==> config.mk <==
export PLATFORM = sky130hd
export DESIGN_NAME = dctr_alias_ctl
export DESIGN_NICKNAME = d
export VERILOG_FILES = /design/src/rtl/dctr_pkg.sv /design/src/rtl/dctr_window.sv /design/src/rtl/dctr_feat.sv /design/src/rtl/dctr_rules.sv /design/src/rtl/dctr_filter.sv /design/src/rtl/dctr_alias_ctl.sv
export SDC_FILE = /design/constraint.sdc
export NUM_CORES = 1
export LEC_CHECK = 0
export CORE_MARGIN = 10
export CORE_UTILIZATION = 43
export DETAILED_ROUTE_END_ITERATION = 6
export PLACE_DENSITY = 0.93
export SLEW_MARGIN = 15
export SYNTH_ARGS = -nofsm -noshare
export SYNTH_HDL_FRONTEND = slang
export SYNTH_HIERARCHICAL = 1
export SYNTH_SLANG_ARGS = --single-unit
==> constraint.sdc <==
create_clock -name clk -period 7.5 [get_ports clk]
set_input_delay 1.875 -clock clk [delete_from_list [all_inputs] [get_ports clk]]
set_output_delay 1.875 -clock clk [all_outputs]
set_load 0.02 [all_outputs]
==> src/rtl/dctr_pkg.sv <==
package dctr_pkg;

    typedef enum logic [1:0] {
        EXC_NONE = 2'd0,
        EXC_ILL  = 2'd1,
        EXC_VIRT = 2'd2
    } exc_e;

    typedef enum logic [1:0] {
        TGT_CTR_LO = 2'd0,
        TGT_CTR_HI = 2'd1,
        TGT_SEL_LO = 2'd2,
        TGT_SEL_HI = 2'd3
    } tgt_e;

    localparam logic [1:0] PRV_U = 2'd0;
    localparam logic [1:0] PRV_S = 2'd1;
    localparam logic [1:0] PRV_M = 2'd3;

    localparam int FEAT_W  = 4;
    localparam int FT_FIXED = 0;
    localparam int FT_PROG  = 1;
    localparam int FT_CFG   = 2;
    localparam int FT_OVF   = 3;

    typedef struct packed {
        logic ok;
        logic upper;
        tgt_e tgt;
    } alias_t;

    typedef struct packed {
        logic hit;
        logic grant;
        exc_e exc;
        tgt_e tgt;
    } verdict_t;

    function automatic alias_t decode_alias(input logic [2:0] num);
        alias_t r;
        r.ok    = 1'b1;
        r.upper = 1'b0;
        r.tgt   = TGT_CTR_LO;
        case (num)
            3'd1: r.tgt = TGT_CTR_LO;
            3'd2: r.tgt = TGT_SEL_LO;
            3'd4: begin r.tgt = TGT_CTR_HI; r.upper = 1'b1; end
            3'd5: begin r.tgt = TGT_SEL_HI; r.upper = 1'b1; end
            default: r.ok = 1'b0;
        endcase
        return r;
    endfunction

endpackage

==> src/rtl/dctr_window.sv <==
module dctr_window #(
    parameter int SEL_W    = 12,
    parameter int SEL_BASE = 'h40,
    parameter int NUM_CTR  = 32,
    parameter int IDX_W    = 5
) (
    input  logic [SEL_W-1:0] sel,
    output logic             in_win,
    output logic [IDX_W-1:0] idx
);
    localparam logic [SEL_W-1:0] LO = SEL_W'(SEL_BASE);
    localparam logic [SEL_W-1:0] HI = SEL_W'(SEL_BASE + NUM_CTR);

    always_comb begin
        in_win = (sel >= LO) && (sel < HI);
        idx    = IDX_W'(sel - LO);
    end
endmodule

==> src/rtl/dctr_feat.sv <==
module dctr_feat
    import dctr_pkg::*;
#(
    parameter int IDX_W     = 5,
    parameter int FIXED_CNT = 3
) (
    input  logic [IDX_W-1:0]  idx,
    input  tgt_e              tgt,
    input  logic [FEAT_W-1:0] feat,
    output logic              feat_ok
);
    logic fixed;

    always_comb begin
        fixed = (idx < IDX_W'(FIXED_CNT));
        unique case (tgt)
            TGT_CTR_LO, TGT_CTR_HI: feat_ok = fixed ? feat[FT_FIXED] : feat[FT_PROG];
            TGT_SEL_LO:             feat_ok = fixed ? feat[FT_CFG]   : feat[FT_PROG];
            TGT_SEL_HI:             feat_ok = fixed ? feat[FT_CFG]
                                                    : (feat[FT_PROG] & feat[FT_OVF]);
            default:                feat_ok = 1'b0;
        endcase
    end
endmodule

==> src/rtl/dctr_rules.sv <==
module dctr_rules
    import dctr_pkg::*;
#(
    parameter int NUM_CTR   = 32,
    parameter int IDX_W     = 5,
    parameter int TIMER_IDX = 1
) (
    input  logic               req,
    input  logic               gate_ok,
    input  logic               in_win,
    input  logic [1:0]         priv,
    input  logic               virt,
    input  logic               vs_bank,
    input  logic               deleg_en,
    input  logic [NUM_CTR-1:0] deleg_mask,
    input  logic [IDX_W-1:0]   idx,
    input  alias_t             al,
    input  logic               xlen64,
    input  logic               feat_ok,
    output exc_e               exc,
    output logic               grant
);
    logic host_bad;

    always_comb begin
        host_bad = vs_bank
                 | ~deleg_en
                 | ~al.ok
                 | (al.upper & xlen64)
                 | (idx == IDX_W'(TIMER_IDX))
                 | ~deleg_mask[idx]
                 | ~feat_ok;

        exc   = EXC_NONE;
        grant = 1'b0;
        if (req) begin
            if (!gate_ok) begin
                exc = EXC_ILL;
            end else if (in_win) begin
                unique case (priv)
                    PRV_M: begin
                        if (host_bad) exc = EXC_ILL;
                        else          grant = 1'b1;
                    end
                    PRV_S: begin
                        if (virt) begin
                            if (vs_bank || deleg_en) exc = EXC_VIRT;
                            else                     exc = EXC_ILL;
                        end else if (host_bad) begin
                            exc = EXC_ILL;
                        end else begin
                            grant = 1'b1;
                        end
                    end
                    PRV_U:   exc = virt ? EXC_VIRT : EXC_ILL;
                    default: exc = EXC_ILL;
                endcase
            end
        end
    end
endmodule

==> src/rtl/dctr_filter.sv <==
module dctr_filter
    import dctr_pkg::*;
#(
    parameter int DW       = 64,
    parameter int MINH_BIT = 62
) (
    input  tgt_e          tgt,
    input  logic          xlen64,
    input  logic          grant,
    input  logic          rd,
    input  logic          wr,
    input  logic [DW-1:0] wdata_i,
    input  logic [DW-1:0] rdata_raw,
    output logic          wr_en,
    output logic [DW-1:0] wmask,
    output logic [DW-1:0] wdata_o,
    output logic [DW-1:0] rdata_o
);
    localparam int HALF    = DW / 2;
    localparam int MINH_HI = MINH_BIT - HALF;

    logic [DW-1:0] keep;

    always_comb begin
        keep = '1;
        if (!xlen64) keep[DW-1:HALF] = '0;
        if (tgt == TGT_SEL_LO && xlen64)  keep[MINH_BIT] = 1'b0;
        if (tgt == TGT_SEL_HI && !xlen64) keep[MINH_HI]  = 1'b0;

        wr_en   = grant & wr;
        wmask   = wr_en ? keep : '0;
        wdata_o = wr_en ? (wdata_i & keep) : '0;
        rdata_o = (grant & rd) ? (rdata_raw & keep) : '0;
    end
endmodule

==> src/rtl/dctr_alias_ctl.sv <==
module dctr_alias_ctl
    import dctr_pkg::*;
#(
    parameter int SEL_W     = 12,
    parameter int SEL_BASE  = 'h40,
    parameter int NUM_CTR   = 32,
    parameter int TIMER_IDX = 1,
    parameter int FIXED_CNT = 3,
    parameter int DW        = 64,
    parameter int MINH_BIT  = 62,
    localparam int IDX_W    = $clog2(NUM_CTR)
) (
    input  logic               clk,
    input  logic               rst,
    input  logic               req_rd,
    input  logic               req_wr,
    input  logic [1:0]         priv,
    input  logic               virt,
    input  logic               vs_bank,
    input  logic               gate_ok,
    input  logic [SEL_W-1:0]   sel_idx,
    input  logic [2:0]         alias_num,
    input  logic               deleg_en,
    input  logic [NUM_CTR-1:0] deleg_mask,
    input  logic               xlen64,
    input  logic [FEAT_W-1:0]  feat,
    input  logic [DW-1:0]      wdata_i,
    input  logic [DW-1:0]      rdata_raw,
    output logic               hit,
    output logic               grant,
    output logic [1:0]         exc,
    output logic [IDX_W-1:0]   ctr_idx,
    output logic [1:0]         target,
    output logic               wr_en,
    output logic [DW-1:0]      wdata_o,
    output logic [DW-1:0]      wmask_o,
    output logic [DW-1:0]      rdata_o
);
    logic             req;
    logic             in_win;
    logic [IDX_W-1:0] idx;
    alias_t           al;
    logic             feat_ok;
    exc_e             exc_d;
    logic             grant_d;
    logic             wr_en_d;
    logic [DW-1:0]    wmask_d, wdata_d, rdata_d;
    verdict_t         v_d, v_q;

    assign req = req_rd | req_wr;
    assign al  = decode_alias(alias_num);

    dctr_window #(
        .SEL_W(SEL_W), .SEL_BASE(SEL_BASE), .NUM_CTR(NUM_CTR), .IDX_W(IDX_W)
    ) u_win (
        .sel(sel_idx), .in_win(in_win), .idx(idx)
    );

    dctr_feat #(
        .IDX_W(IDX_W), .FIXED_CNT(FIXED_CNT)
    ) u_feat (
        .idx(idx), .tgt(al.tgt), .feat(feat), .feat_ok(feat_ok)
    );

    dctr_rules #(
        .NUM_CTR(NUM_CTR), .IDX_W(IDX_W), .TIMER_IDX(TIMER_IDX)
    ) u_rules (
        .req(req), .gate_ok(gate_ok), .in_win(in_win), .priv(priv),
        .virt(virt), .vs_bank(vs_bank), .deleg_en(deleg_en),
        .deleg_mask(deleg_mask), .idx(idx), .al(al), .xlen64(xlen64),
        .feat_ok(feat_ok), .exc(exc_d), .grant(grant_d)
    );

    dctr_filter #(
        .DW(DW), .MINH_BIT(MINH_BIT)
    ) u_filt (
        .tgt(al.tgt), .xlen64(xlen64), .grant(grant_d), .rd(req_rd),
        .wr(req_wr), .wdata_i(wdata_i), .rdata_raw(rdata_raw),
        .wr_en(wr_en_d), .wmask(wmask_d), .wdata_o(wdata_d), .rdata_o(rdata_d)
    );

    always_comb begin
        v_d.hit   = req & in_win;
        v_d.grant = grant_d;
        v_d.exc   = exc_d;
        v_d.tgt   = al.tgt;
    end

    always_ff @(posedge clk) begin
        if (rst) begin
            v_q     <= '0;
            ctr_idx <= '0;
            wr_en   <= 1'b0;
            wmask_o <= '0;
            wdata_o <= '0;
            rdata_o <= '0;
        end else begin
            v_q     <= v_d;
            ctr_idx <= req ? idx : '0;
            wr_en   <= wr_en_d;
            wmask_o <= wmask_d;
            wdata_o <= wdata_d;
            rdata_o <= rdata_d;
        end
    end

    assign hit    = v_q.hit;
    assign grant  = v_q.grant;
    assign exc    = v_q.exc;
    assign target = v_q.tgt;
endmodule

==> impl_metrics.tcl, run 1 <==
set metrics [dict create \
    ctsResizeCount 0 \
    yosysMostFrequentCell "dfxtp_1" \
    vdd.ir_drop.worst_mv 0.183 \
    num_vias 5780 \
    vias_per_cell 4.59 \
    period_needed_ns 5.52 \
    hpwl_mm 18.6 \
    initial_utilization_pct 43.7 \
    die_h_um 152 \
    grt_max_degree 107 \
    synth_top_flop_cell "dfxtp_1" \
    drt_iter0_drc 218 \
    synthToLayoutAreaGrowth_pct 55.6 \
    ys_seq_elements 204 \
    drt_pass1_iterations 4 \
    critPathMaxFanout 66 \
    criticalPathCategory "in2reg" \
    cts_tree "yes" \
    ant_nets 0 \
    die_x_um 152 \
    hold_path.class "in2reg" \
    instances_no_fill 1260 \
    drc 0 \
    postCtsHoldBufs 0 \
    placed_cell_area_mm2 0.0110 \
    clock.fmax_mhz 181 \
    timing.slew.headroom_pct 39.3 \
    ys_types 42 \
    final_area_mm2 0.0117 \
    crit_required_ns 7.91 \
    synth-async-reset-ratio_pct 0 \
    htreeDepth 1 \
    cts_setup_buffers 0 \
    detail_route.wl_per_cell_um 19.5 \
    p_leak_uw 0.00477 \
    grt_usage_pct 19.6 \
    port_buffers 393 \
    rsz0062_at_grt "false" \
    dpl_worst_slack_ns 1.48 \
    gp_congestion 0.821 \
    clockBufferDepth 3 \
    layout-drive-gt1-share_pct 7.83 \
    dp.cells 1220 \
    finalCritPeriodShare_pct 73.6 \
    synth_top_area_cell "dfxtp_1" \
    cts_buffers 22 \
    setup_viol 0 \
    synth_warnings 6 \
    layout_setup_ws_ns 1.98 \
    grt_overflow_total 0 \
    critPathLaunchType "input pin" \
    worst_ep_arrival_time_ns 5.93 \
    die-area_mm2 0.0232 \
    power_density_mw_per_mm2 195 \
    rows 48 \
    final_nets 1209 \
    antenna_found_initial 0 \
    internal-power_uw 1820 \
    yosysSeqAreaShare_pct 54.2 \
    maxSlewViolCount 0 \
    power.share.sequential_pct 47.5 \
    cp-end-kind "flip-flop" \
    fillCellCount 1221 \
    clkTransAtPathRegs_ns 0.06 \
    tns_ns 0 \
    netlist_area_mm2 0.00753 \
    antenna_cells 0 \
    max_cap_violations 0 \
    drt-total-wl_mm 24.5 \
    root_buffer "clkbuf_16" \
    core_region_area_mm2 0.0172 \
    status "completed" \
    comb_power_share_pct 6.9 \
    tightest_slew_ns 0.910 \
    synthCells 711 \
    synth_top_area_share_pct 54.2 \
    synth_top_cells_by_count "dfxtp_1, nor2b_1, and3_1" \
    hold_violations 0 \
    grt_pass1_wl_mm 36.4 \
    synth.area.top_cells "dfxtp_1, nor2b_1, buf_4" \
    synth_enable_flop_cells 0 \
    clkPwrFrac_pct 45.6 \
    top_level_ports 394 \
    avgSynthCellArea_um2 10.6 \
    synth_nets 901 \
    p_sw_uw 473 \
    clock-sinks 204 \
    p_sw_share_pct 20.7 \
    first_global_vias 6093 \
]
-- metrics by stage --
step           hold WS, ns  utilization [%]  total power [µW]
2_1_floorplan         2.06                -              1160
3_3_place_gp          2.39             63.9              1270
3_5_place_dp          2.40             63.9              1270
4_1_cts               1.89             68.0              2310
5_1_grt               1.90             68.0              2360
6_report              1.86             68.0              2290
-- power groups by stage --
stage	sequential (µW)	combinational, µW	clock [µW]
after floorplan	1110	47.5	0
after global placement	1110	156	0
after detailed placement	1110	159	0
after CTS	1090	160	1070
after global routing	1090	170	1110
final	1090	159	1040
-- worst max-delay path: stages --
cell,delay (ns)
clkdlybuf4s50_1,0.71
a2111oi_4,0.50
nand2_1,0.08
o21ai_0,0.08
nand4b_1,0.11
a221o_1,0.27
a31oi_1,0.24
nand3_1,0.13
nor3_2,0.19
buf_4,0.50
and3_2,0.84
and2_1,0.23
nor2b_1,0.16
-- kinds of logic (layout without fill, tap and decap cells) --
logic type	count (synthesis)	in the layout	share of synthesized area [%]
XOR/XNOR	1	1	0.116
multiplexers	13	13	2.97
AO/OA/AOI/OAI	14	14	1.69
buffers and inverters	115	439	10.4
flip-flops	204	204	54.2
AND/OR/NAND/NOR	364	364	30.6
-- layout by cell type (no fill, tap or decap), types with 2 or more instances in the layout --
cell / count
mux2i_1: 4
and2_1: 40
a21oi_1: 2
buf_4: 5
dfxtp_1: 204
nor2_1: 3
o21ai_0: 3
nand3_1: 2
and3_2: 23
nand2b_1: 2
clkdlybuf4s50_1: 392
nand3b_1: 4
mux4_2: 6
nor2b_1: 200
clkinv_2: 8
clkbuf_8: 3
mux2_2: 2
and3_1: 74
clkbuf_1: 4
nand2_1: 7
clkbuf_16: 23
-- area by class of cell --
cell class | count | area [µm²] | area share, %
well taps | 225 | 282 | 2.40
clock buffers | 30 | 632 | 5.39
flip-flops and latches | 204 | 4080 | 34.8
repair buffers | 398 | 3970 | 33.9
multi-input cells | 392 | 2670 | 22.8
inverters | 1 | 3.75 | 0.0320
clock inverters | 10 | 78.8 | 0.672
-- state kept, by name (all words and copies together), names as in the netlist --
signal   cells
hit          1
wdata_o     64
wmask_o     64
grant        1
exc          2
ctr_idx      5
target       2
wr_en        1
rdata_o     64
-- final timing paths --
kind                   start     endpoint  slack [ns]  depth (start not counted)
setup / recovery  sel_idx[0]  wdata_o[60]        1.98                         13
hold / removal           rst  rdata_o[18]        1.86                          2
-- metal layers --
layer	vias up	track usage [%]	wire, µm
li1	2829	-	-
met1	2640	18.8	8620
met2	272	36.8	12800
met3	39	9.03	2500
met4	0	5.14	590
met5	-	0	0
(Power assumes the default switching activity.)
==> inputs of run 2 (changes only) <==
--- a/config.mk
+++ b/config.mk
@@ -6,9 +6,9 @@
 export NUM_CORES = 1
 export LEC_CHECK = 0
 export CORE_MARGIN = 10
-export CORE_UTILIZATION = 43
+export CORE_UTILIZATION = 40
 export DETAILED_ROUTE_END_ITERATION = 6
-export PLACE_DENSITY = 0.93
+export PLACE_DENSITY = 0.88
 export SLEW_MARGIN = 15
 export SYNTH_ARGS = -nofsm -noshare
 export SYNTH_HDL_FRONTEND = slang
==> constraint.sdc (replaced) <==
create_clock -name clk -period 5.62 [get_ports clk]
set_input_delay 1.405 -clock clk [delete_from_list [all_inputs] [get_ports clk]]
set_output_delay 1.405 -clock clk [all_outputs]
set_load 0.02 [all_outputs]
==> run 2 against run 1 <==
Net effect: clock power is 61% higher; first-iteration DRC count rose by 4.6%; global-route usage shrank 1.1 points; core utilization shrank 4.0 points; clock-buffer cell count fell by 4; sequential share of layout area shrank 0.60 points; worst setup slack got worse by 0.83 ns; worst hold slack worse by 0.41 ns; critical endpoint is now wdata_o[55].
==> impl_metrics.tcl, run 2 (synthesis results as in run 1) <==
set metrics [dict create \
    vias_per_cell 4.58 \
    critPathLaunchType "input pin" \
    clkTransAtPathRegs_ns 0.06 \
    die-area_mm2 0.0247 \
    final_nets 1214 \
    cp_cell_sequence "clkdlybuf4s50_1 > or3b_1 > nand2_1 > mux2_2 > nand2_1 > o21ai_0 > nand4b_1 > a221o_1 > a31oi_1 > nand3_1 > nor3_2 > buf_4 > and3_2 > buf_12 > and2_1 > nor2b_1" \
    fillCellCount 1399 \
    antenna_found_initial 0 \
    postCtsHoldBufs 0 \
    grt_pass1_wl_mm 35.5 \
    power_density_mw_per_mm2 279 \
    clock.fmax_mhz 224 \
    p_leak_uw 0.00486 \
    final_cell_mix "clkdlybuf4s50_1, dfxtp_1, nor2b_1, and3_1, and2_1" \
    port_buffers 393 \
    first_global_vias 6061 \
    root_buffer "clkbuf_16" \
    ant_nets 0 \
    num_vias 5836 \
    antenna_cells 0 \
    cts_tree "yes" \
    cts_buffers 23 \
    cpPeakStageDelay_ns 0.53 \
    rows 50 \
    die_h_um 157 \
    ctsResizeCount 0 \
    criticalPathCategory "in2reg" \
    core_region_area_mm2 0.0186 \
    drt_pass1_iterations 4 \
    hold_end "rdata_o[8]" \
    drc 0 \
    htreeDepth 1 \
    hold_path.startpoint "rst" \
    initial_utilization_pct 40.4 \
    cts_setup_buffers 0 \
    tns_ns 0 \
    multi_input_area_mm2 0.00267 \
    hpwl_mm 18.2 \
    whs_path_depth 2 \
    hold_violations 0 \
    max_cap_violations 0 \
    tightest_slew_ns 1.05 \
    cpMaxStageDelayCell "clkdlybuf4s50_1" \
    finalCritPeriodShare_pct 79.6 \
    setup_viol 0 \
    clock-sinks 204 \
    timing.slew.headroom_pct 30.3 \
    dp.cells 1233 \
    cp-end-kind "flip-flop" \
    hold_path.class "in2reg" \
    critPathMaxFanout 64 \
    worst_ep_arrival_time_ns 4.89 \
    drt_iter0_drc 228 \
    instances_no_fill 1274 \
    top_level_ports 394 \
    gp_congestion 0.777 \
    synthToLayoutAreaGrowth_pct 58.3 \
    top_regs "rdata_o: 64 flops, wdata_o: 64 flops, wmask_o: 64 flops" \
    drt-total-wl_mm 24.4 \
    rsz0062_at_grt "false" \
    timing.critical_path.mode_cell "nand2_1" \
    clockBufferDepth 3 \
    period_needed_ns 4.47 \
    status "completed" \
    die_x_um 157 \
    seq_area_mm2 0.00408 \
    grt_max_degree 146 \
    layout_commonest_cell "clkdlybuf4s50_1" \
    layout-drive-gt1-share_pct 8.65 \
    grt_usage_pct 18.5 \
    grt_overflow_total 0 \
    vdd.ir_drop.worst_mv 0.243 \
    crit_required_ns 6.03 \
    maxSlewViolCount 0 \
    detail_route.wl_per_cell_um 19.2 \
]
-- run 2: changes by cell type in the layout (fill, tap and decap cells not counted) --
cell        previous run  this run
inv_6                  0         2
clkbuf_1               4         0
clkinvlp_4             0         2
inv_8                  0         1
buf_4                  5         8
clkinv_4               1         0
buf_12                 0         1
bufinv_16              1         6
clkinv_2               8         4
-- run 2: cell type report --
| type | instances | share of cell area (%) |
|---|---|---|
| well taps | 234 | 2.45 |
| flip-flops and latches | 204 | 34.2 |
| inverters | 1 | 0.0315 |
| multi-input cells | 392 | 22.4 |
| clock buffers | 26 | 5.17 |
| clock inverters | 15 | 2.05 |
| repair buffers | 402 | 33.7 |
-- run 2: critical path, delay by kind of cell --
kind	cells	cell delay (ns)
compound gates	3	0.56
buf+inv	3	1.09
mux	1	0.17
simple gates	9	1.64
-- run 2: how the worst max path moves through the flow --
stage / startpoint / endpoint / slack [ns] / depth (start not counted)
floorplan: alias_num[0] / wdata_o[30] / 1.34 / 14
global placement: alias_num[1] / wdata_o[62] / 0.83 / 16
detailed placement: alias_num[1] / wdata_o[55] / 0.69 / 16
CTS: alias_num[1] / wdata_o[55] / 1.20 / 16
global route: alias_num[1] / wdata_o[55] / 0.90 / 16
finish: alias_num[1] / wdata_o[55] / 1.15 / 16
-- run 2: routing by layer --
| layer | up-vias | GRT usage, % | routed length (µm) | part of all wire, % |
|---|---|---|---|---|
| met1 | 2672 | 18.0 | 8530 | 35 |
| met4 | 0 | 6.10 | 599 | 2.5 |
| met3 | 39 | 8.82 | 2940 | 12 |
| met5 | - | 0 | 0 | 0 |
| met2 | 284 | 33.8 | 12400 | 51 |
| li1 | 2841 | - | - | - |
-- run 2: stage by stage --
step / area, µm² / worst slack (ns) / util, % / hold WS (ns) / power (µW)
after floorplan: 7530 / 1.34 / - / 1.59 / 1550
after global placement: 11100 / 0.828 / 59.4 / 2.03 / 1690
after detailed placement: 11100 / 0.693 / 59.4 / 2.02 / 1690
after CTS: 11900 / 1.20 / 64.0 / 1.50 / 3370
after global routing: 11900 / 0.903 / 64.0 / 1.53 / 3450
final: 11900 / 1.15 / 64.0 / 1.45 / 3330
-- run 2: where the power goes --
part / leakage, µW / internal (µW) / switching [µW]
Clock: 0.000421 / 1070 / 600
Sequential: 0.00164 / 1450 / 0.849
Combinational: 0.00279 / 140 / 72.5
==> inputs of run 3 (changes only) <==
==> constraint.sdc (replaced) <==
create_clock -name clk -period 4.43 [get_ports clk]
set_input_delay 1.1075 -clock clk [delete_from_list [all_inputs] [get_ports clk]]
set_output_delay 1.1075 -clock clk [all_outputs]
set_load 0.02 [all_outputs]
==> run 3 against run 2 <==
Net effect: sequential share of layout area barely moved; final cell count rose by 0.39%; total power rose by 20%; flip-flop and latch count did not move; sequential power rose by 27%; die area did not move; routed wire length rose by 0.43%; combinational power rose by 29%; final area fell by 0.14%; core utilization fell by 0.087 points; via count fell by 1.3%; worst hold slack got worse by 0.38 ns.
==> impl_metrics.tcl, run 3 (synthesis results as in run 1) <==
set metrics [dict create \
    num_vias 5761 \
    root_buffer "clkbuf_16" \
    vdd.ir_drop.worst_mv 0.266 \
    crit_required_ns 4.85 \
    setup_viol 0 \
    top_level_ports 394 \
    antenna_found_initial 2 \
    ctsResizeCount 0 \
    layout-drive-gt1-share_pct 8.91 \
    criticalPathCategory "in2reg" \
    hold_path.class "in2reg" \
    placed_cell_area_mm2 0.0111 \
    clock.fmax_mhz 251 \
    clock-sinks 204 \
    cts_buffers 22 \
    hpwl_mm 18.5 \
    drt-total-wl_mm 24.5 \
    max_cap_violations 0 \
    cts_tree "yes" \
    detail_route.wl_per_cell_um 19.2 \
    port_buffers 393 \
    p_sw_uw 827 \
    final_cell_mix "clkdlybuf4s50_1, dfxtp_1, nor2b_1, and3_1, and2_1" \
    power_density_mw_per_mm2 336 \
    period_needed_ns 3.98 \
    layout_commonest_cell "clkdlybuf4s50_1" \
    die-area_mm2 0.0247 \
    grt_pass1_wl_mm 35.9 \
    rsz0062_at_grt "false" \
    core_region_area_mm2 0.0186 \
    maxSlewViolCount 0 \
    final_nets 1218 \
    rows 50 \
    postCtsHoldBufs 0 \
    timing.slew.headroom_pct 50.8 \
    critPathLaunchType "input pin" \
    hold_violations 0 \
    grt_max_degree 105 \
    status "completed" \
    drt_pass1_iterations 4 \
    tightest_slew_ns 0.738 \
    cp-end-kind "flip-flop" \
    p_sw_share_pct 20.7 \
    cts_setup_buffers 0 \
    initial_utilization_pct 40.4 \
    clkPwrFrac_pct 47.2 \
    final_area_mm2 0.0119 \
    grt_usage_pct 18.6 \
    die_h_um 157 \
    first_global_vias 6170 \
    grt_overflow_total 0 \
    p_leak_uw 0.00485 \
    internal-power_uw 3180 \
    die_x_um 157 \
    clockBufferDepth 3 \
    gp_congestion 0.814 \
    power.share.sequential_pct 45.9 \
    comb_power_share_pct 6.8 \
    vias_per_cell 4.50 \
    critPathMaxFanout 33 \
    p_total_uw 4000 \
    worst_ep_arrival_time_ns 4.40 \
    drt_iter0_drc 199 \
    ant_nets 0 \
    drc 0 \
    synthToLayoutAreaGrowth_pct 58.1 \
    clkTransAtPathRegs_ns 0.06 \
    top_regs "rdata_o: 64 flops, wdata_o: 64 flops, wmask_o: 64 flops" \
    htreeDepth 1 \
    finalCritPeriodShare_pct 89.8 \
]
run 3: final cells by class:
class	instances	area, µm²
inverter	1	3.75
clock buffer	27	609
antenna	1	2.50
fill	1406	6730
sequential	204	4080
clock inverter	13	158
multi-input combinational	392	2670
tap	234	293
timing repair buffer	407	4090
run 3: layer usage:
layer	GRT usage [%]	part of all wire, %	vias up
li1	-	-	2842
met1	18.6	36	2610
met2	34.2	51	277
met3	8.30	12	32
met4	5.12	1.9	0
met5	0	0	-
run 3: final timing paths:
path / endpoint / depth (start not counted) / start / slack, ns
min: rdata_o[7] / 2 / rst / 1.07
max: wmask_o[13] / 15 / alias_num[1] / 0.45
run 3: critical path, cell delays in order:
cell	delay (ns)
clkdlybuf4s50_1	0.52
or3b_1	0.38
nand2_1	0.10
mux2_2	0.16
nand2_1	0.05
o21ai_0	0.10
nand4b_1	0.12
a221o_1	0.27
a31oi_1	0.21
nand3_1	0.12
nor3_2	0.28
buf_4	0.36
and2_1	0.25
buf_12	0.17
nor2b_1	0.18
run 3: through the flow:
| stage | hold WS, ns | setup TNS [ns] | util (%) | std cells | worst slack [ns] |
|---|---|---|---|---|---|
| finish | 1.07 | 0 | 63.9 | 1279 | 0.453 |
| global route | 1.08 | 0 | 63.9 | 1279 | 0.232 |
| CTS | 1.10 | 0 | 63.9 | 1278 | 0.456 |
| detailed placement | 1.63 | -0.0239 | 59.8 | 1238 | -0.0199 |
| global placement | 1.62 | 0 | 59.8 | 1238 | 0.116 |
| floorplan | 1.30 | 0 | - | 711 | 0.448 |
run 3: power groups by stage:
stage	Clock (µW)	Sequential (µW)	Combinational, µW
after global placement	0	1880	272
after global routing	2030	1840	293
after floorplan	0	1880	80.4
final	1890	1840	274
after detailed placement	0	1880	275
after CTS	1930	1840	276
